===== src/rtl/ivc_pkg.sv =====
package ivc_pkg;
   localparam int ADDR_MASK     = 0;
   localparam int ADDR_PEND     = 1;
   localparam int ADDR_VEC_BASE = 2;

   function automatic int idx_width(input int n);
      return (n > 1) ? $clog2(n) : 1;
   endfunction
endpackage


===== src/rtl/ivc_pend.sv =====
module ivc_pend #(
   parameter int NUM_LINES = 8
) (
   input  logic                 clk,
   input  logic                 rst_n,
   input  logic [NUM_LINES-1:0] req,
   input  logic [NUM_LINES-1:0] clr,
   output logic [NUM_LINES-1:0] pend
);
   logic [NUM_LINES-1:0] pend_q;

   always_ff @(posedge clk) begin
      if (!rst_n) pend_q <= '0;
      else        pend_q <= (pend_q | req) & ~clr;
   end

   assign pend = pend_q;

   // a pending bit not being cleared stays set
   p_pend_hold_r2: assert property (@(posedge clk) disable iff (!rst_n)
      1'b1 |=> ((($past(pend_q) & ~$past(clr)) & ~pend_q) == '0));
endmodule


===== src/rtl/ivc_prio.sv =====
module ivc_prio #(
   parameter int NUM_LINES = 8,
   localparam int IW = ivc_pkg::idx_width(NUM_LINES)
) (
   input  logic                 clk,
   input  logic                 rst_n,
   input  logic [NUM_LINES-1:0] active,
   output logic [NUM_LINES-1:0] grant,
   output logic [IW-1:0]        idx
);
   always_comb begin
      grant = '0;
      idx   = '0;
      for (int i = NUM_LINES - 1; i >= 0; i--) begin
         if (active[i]) begin
            grant  = '0;
            grant[i] = 1'b1;
            idx    = IW'(i);
         end
      end
   end

   p_grant_onehot_r5: assert property (@(posedge clk) disable iff (!rst_n)
      $onehot0(grant) && ((grant & ~active) == '0));
   // no active line below the granted one
   p_lowest_wins_r5: assert property (@(posedge clk) disable iff (!rst_n)
      (grant != '0) |-> ((active & (grant - 1'b1)) == '0));
endmodule


===== src/rtl/ivc_regs.sv =====
module ivc_regs #(
   parameter int NUM_LINES = 8,
   parameter int DATA_W    = 16,
   localparam int IW = ivc_pkg::idx_width(NUM_LINES),
   localparam int AW = $clog2(NUM_LINES + 2)
) (
   input  logic                 clk,
   input  logic                 rst_n,
   input  logic                 wr,
   input  logic [AW-1:0]        addr,
   input  logic [DATA_W-1:0]    wdata,
   input  logic [NUM_LINES-1:0] pend,
   input  logic [IW-1:0]        sel_idx,
   output logic [NUM_LINES-1:0] mask,
   output logic [DATA_W-1:0]    sel_vec,
   output logic [DATA_W-1:0]    rdata
);
   import ivc_pkg::*;

   logic [NUM_LINES-1:0] mask_q;
   logic [DATA_W-1:0]    vec_q [NUM_LINES];

   always_ff @(posedge clk) begin
      if (!rst_n)                               mask_q <= '1;
      else if (wr && addr == AW'(ADDR_MASK))    mask_q <= wdata[NUM_LINES-1:0];
   end

   for (genvar g = 0; g < NUM_LINES; g++) begin : g_vec
      always_ff @(posedge clk) begin
         if (!rst_n)                                      vec_q[g] <= '0;
         else if (wr && addr == AW'(ADDR_VEC_BASE + g))   vec_q[g] <= wdata;
      end
   end

   always_comb begin
      sel_vec = '0;
      for (int i = 0; i < NUM_LINES; i++)
         if (sel_idx == IW'(i)) sel_vec = vec_q[i];
   end

   always_comb begin
      rdata = '0;
      if (addr == AW'(ADDR_MASK))      rdata = DATA_W'(mask_q);
      else if (addr == AW'(ADDR_PEND)) rdata = DATA_W'(pend);
      for (int i = 0; i < NUM_LINES; i++)
         if (addr == AW'(ADDR_VEC_BASE + i)) rdata = vec_q[i];
   end

   assign mask = mask_q;

   // mask changes only through a write to its address
   p_mask_write_only_r8: assert property (@(posedge clk) disable iff (!rst_n)
      !(wr && addr == AW'(ADDR_MASK)) |=> $stable(mask_q));
endmodule


===== src/rtl/irq_vector_ctrl.sv =====
module irq_vector_ctrl #(
   parameter int NUM_LINES = 8,
   parameter int DATA_W    = 16,
   localparam int ADDR_W   = $clog2(NUM_LINES + 2),
   localparam int IW       = ivc_pkg::idx_width(NUM_LINES)
) (
   input  logic                 clk,
   input  logic                 rst_n,
   input  logic [NUM_LINES-1:0] irq_req,
   output logic                 irq_out,
   input  logic                 irq_ack,
   output logic [DATA_W-1:0]    irq_vector,
   output logic                 irq_vec_valid,
   input  logic                 reg_wr,
   input  logic [ADDR_W-1:0]    reg_addr,
   input  logic [DATA_W-1:0]    reg_wdata,
   output logic [DATA_W-1:0]    reg_rdata
);
   if (NUM_LINES < 1)      begin : g_bad_lines $error("NUM_LINES must be at least 1"); end
   if (DATA_W < NUM_LINES) begin : g_bad_width $error("DATA_W must cover NUM_LINES"); end

   logic [NUM_LINES-1:0] pend, mask, active, grant, clr;
   logic [IW-1:0]        sel_idx;
   logic [DATA_W-1:0]    sel_vec;

   ivc_pend #(.NUM_LINES(NUM_LINES)) u_pend (
      .clk(clk), .rst_n(rst_n), .req(irq_req), .clr(clr), .pend(pend));

   assign active  = pend & ~mask;
   assign irq_out = |active;

   ivc_prio #(.NUM_LINES(NUM_LINES)) u_prio (
      .clk(clk), .rst_n(rst_n), .active(active), .grant(grant), .idx(sel_idx));

   ivc_regs #(.NUM_LINES(NUM_LINES), .DATA_W(DATA_W)) u_regs (
      .clk(clk), .rst_n(rst_n), .wr(reg_wr), .addr(reg_addr), .wdata(reg_wdata),
      .pend(pend), .sel_idx(sel_idx), .mask(mask), .sel_vec(sel_vec),
      .rdata(reg_rdata));

   assign clr           = irq_ack ? grant : '0;
   assign irq_vec_valid = irq_ack & irq_out;
   assign irq_vector    = irq_out ? sel_vec : '0;

   p_out_matches_grant_r4: assert property (@(posedge clk) disable iff (!rst_n)
      irq_out == (grant != '0));
   p_mask_blocks_r3: assert property (@(posedge clk) disable iff (!rst_n)
      (grant & mask) == '0);
   p_ack_clears_r7: assert property (@(posedge clk) disable iff (!rst_n)
      (irq_ack && irq_out) |=> ((pend & $past(grant)) == '0));
   p_idle_ack_r9: assert property (@(posedge clk) disable iff (!rst_n)
      (irq_ack && !irq_out) |=> ((pend & ~$past(pend)) == ($past(irq_req) & ~$past(pend))));
endmodule


===== config.mk =====
export PLATFORM = sky130hd
export DESIGN_NAME = irq_vector_ctrl
export DESIGN_NICKNAME = d
export VERILOG_FILES = /design/src/rtl/ivc_pkg.sv /design/src/rtl/ivc_pend.sv /design/src/rtl/ivc_prio.sv /design/src/rtl/ivc_regs.sv /design/src/rtl/irq_vector_ctrl.sv
export SDC_FILE = /design/constraint.sdc
export NUM_CORES = 1
export LEC_CHECK = 0
export ABC_AREA = 1
export ABC_CLOCK_PERIOD_IN_PS = 4600
export BUFFER_PORTS_ARGS = -buffer_cell sky130_fd_sc_hd__buf_2
export CELL_PAD_IN_SITES_DETAIL_PLACEMENT = 1
export CELL_PAD_IN_SITES_GLOBAL_PLACEMENT = 2
export CORE_MARGIN = 3
export CORE_UTILIZATION = 35
export CTS_CLUSTER_DIAMETER = 60
export DETAILED_ROUTE_END_ITERATION = 8
export PLACE_DENSITY_LB_ADDON = 0.1
export SLEW_MARGIN = 0
export SYNTH_ARGS = -nofsm -noshare
export SYNTH_HDL_FRONTEND = slang
export SYNTH_SLANG_ARGS = --single-unit

===== constraint.sdc =====
create_clock -name clk -period 4.6 [get_ports clk]
set_input_delay 0.23 -clock clk [delete_from_list [all_inputs] [get_ports clk]]
set_output_delay 0.23 -clock clk [all_outputs]
set_load 0.05 [all_outputs]

==> metrics.txt <==
max cap viols=0; asr flop ratio synth=0; Setup Total Neg Slack=0 ns; count of buffers added by post-CTS timing repair for setup=0; most frequent cells in the layout=nand2_1, nor2_1, edfxtp_1, inv_1, buf_2; Hold Path Origin=reg_wdata[2]; number of storage elements in the synthesis netlist=144; slew at the pin with the worst max-slew slack=1.042 ns; depth of the worst register-to-register path=5; proportion of power drawn by the clock network=0.397; startpoint class of the critical path=flop; count of warnings emitted by yosys=0; vias=6618; endpoint with the worst hold slack=u_regs.mask[2]; Internal Pwr Total=2.264 mW; final hold vios=0; deepest clock path buffer count=2; wire length of the first global-routing pass=42040 µm; Final Instance Area=8587 µm²; endpoint class of the critical path=output pin; share of total power in combinational logic=0.116; Power Dens Cells=roughly 370 nW/µm²; power after layout=3.170 mW; biggest area contributors in the synthesized netlist=edfxtp_1, nand2_1, nor2_1, inv_1, dfxtp_1; instance area after placement=just over 8000 µm²; Max Transition Viols Final=0; VDD IR max=184.6 µV; maximum number of pins on one net before global-route repair=27; Die Width=between 150 and 200 µm; tightest slew margin relative to the limit=0.3032; WP data required=4.37 ns; worst-path maximum fanout=19; switching share of power=0.2856; layout-stage area growth over the synthesis result=15.11%; instance count along the most critical hold path=3; die outline height=152.0 µm; number of buffers created by CTS=17; clock transition at the register clock pins on the worst setup and hold paths after CTS=roughly 0.070 ns; number of H-tree branching levels=4; footprint of the multi-input gates=2733 µm²; status=completed; share of Yosys cell area claimed by the top area cell type=0.5153; P_leak=3.728 nW; Min Clock Period, post-route=about 3.6 ns; Global Route Usage Sum=0.2397; sequential share of power=0.486; ports placed on the boundary=66; initial antenna violation count=0; count of flip-flops with a built-in enable after synthesis=about 130; arrival time worst endpoint=3.37 ns; critical path class=reg -> out; residual overflow from global routing=0; CTS Sinks=roughly 140; cell at the root of the clock tree=clkbuf_16; CTS Hold Bufs=0; Port-buffer cells=65; Detail Placement HPWL=19400 µm; Synth Net Count=928; fin crit share=0.7827; number of instances resized during post-cts repair=0; final routed wire length divided by cell count=22.44 µm; count of filler cells inserted in the layout=2512; utilization after layout=0.4177; number of vias per cell after detailed routing=~5.3; Top FF cell, synth=edfxtp_1; antenna violation net count after detailed routing=0; Yosys cell types=35; area leader, netlist=edfxtp_1; Placer Congestion=0.8389; DRC violation count after routing=0; synthesized area divided by synthesized cell count=~8.3 µm²; upper clock frequency limit=~280 MHz; mapped cell area=7460 µm²; Reg area=between 4000 and 5000 µm²; length of the first detailed-routing pass in iterations=5; vias in the first global route=between 7000 and 8000; area of the die=roughly 23000 µm²; critical path startpoint=u_pend.pend[4]; unrepaired setup endpoints after global routing=false; ratio of cells with drive above 1 in the final layout=0.1473; count of final setup violators=0; R2R Path End=u_pend.pend[4]; Post-Synthesis Cells=896; Seq/Total Area, Yosys=0.5582; HP Class=in -> reg; placement row count=52; register-to-register setup slack=2.12 ns; ant diodes=0; most common library cell in the layout ignoring fill and taps=nand2_1; initial cell density of the core=0.3628; TritonCTS clock tree=built; initial DRC count=491; final clock skew=a little under 0.009 ns; Total Routed Length=approximately 28000 µm; net switching power of the design=0.9052 mW; layout net count=991; clock latency on the worst-skew pair=0.42 ns; worst reg2reg startpoint=u_pend.pend[4]; area inside the core boundary=about 20000 µm²
==> layout make-up <==
type,instances,share of cell area
Clock buffer,18,0.04998
Clock inverter,13,0.01078
Inverter,112,0.04925
Multi-Input combinational cell,608,0.3182
Sequential cell,144,0.4849
Tap cell,270,0.03934
Timing Repair Buffer,76,0.04750
==> how the worst max path moves through the flow <==
stage / endpoint / cells after the start
6_report: irq_vector[5] / 9
3_3_place_gp: irq_vector[5] / 9
3_5_place_dp: irq_vector[5] / 9
2_1_floorplan: irq_vector[12] / 11
4_1_cts: irq_vector[5] / 9
5_1_grt: irq_vector[5] / 9
==> cell usage after synthesis (all sizes together) (2+ instances only) <==
cell type / n
nand2: 231
nor2: 170
edfxtp: 128
inv: 107
o21ai: 63
a21oi: 44
nand4: 36
nand3: 28
clkbuf: 23
dfxtp: 16
or2: 15
buf: 9
o2111ai: 7
clkinv: 5
o22ai: 4
a211oi: 3
a221oi: 2
nor3: 2
==> registers in the layout, indices dropped and copies added, names as in the netlist <==
name and count:
u_regs.mask 8, u_regs.vec_q 128, u_pend.pend 8
==> critical path, stage by stage (launching register included) <==
cell,delay (ns)
dfxtp_1,0.39
nand2_1,0.13
nor2_1,0.12
nand4_1,0.79
inv_1,0.77
nand2_1,0.12
nand4_1,0.12
nor2_1,0.04
nor2_1,0.15
buf_2,0.30
==> cell families after synthesis <==
group | count (synthesis) | synth area share
compound gates | 126 | 0.09259
buf+inv | 144 | 0.07548
simple gates | 482 | 0.2737
flops | 144 | 0.5582
==> stage by stage <==
stage	instances	hold slack, ns	setup WS [ns]
final	1241	0.04298	0.9997
after global routing	1241	0.04869	0.8352
after CTS	1241	0.02486	1.060
after detailed placement	1210	0.4807	1.525
after global placement	1210	0.4652	1.467
after floorplan	896	0.3564	1.911
==> power by group through the flow <==
stage                     logic (mW)  clock network [mW]  registers [mW]
final                          0.368                1.26            1.54
after global routing           0.399                1.33            1.55
after CTS                      0.372                1.28            1.54
after detailed placement       0.370                   0            1.57
after global placement         0.366                   0            1.56
after floorplan                0.233                   0            1.56
==> metal layers <==
metal	GRT usage	up-vias	routed length [µm]
li1	-	3089	-
met1	0.3018	3323	11810
met2	0.4151	166	14060
met3	0.04010	40	1119
met4	0.08861	0	849
met5	0	-	0
No activity file was read; power rests on OpenSTA's default activity.
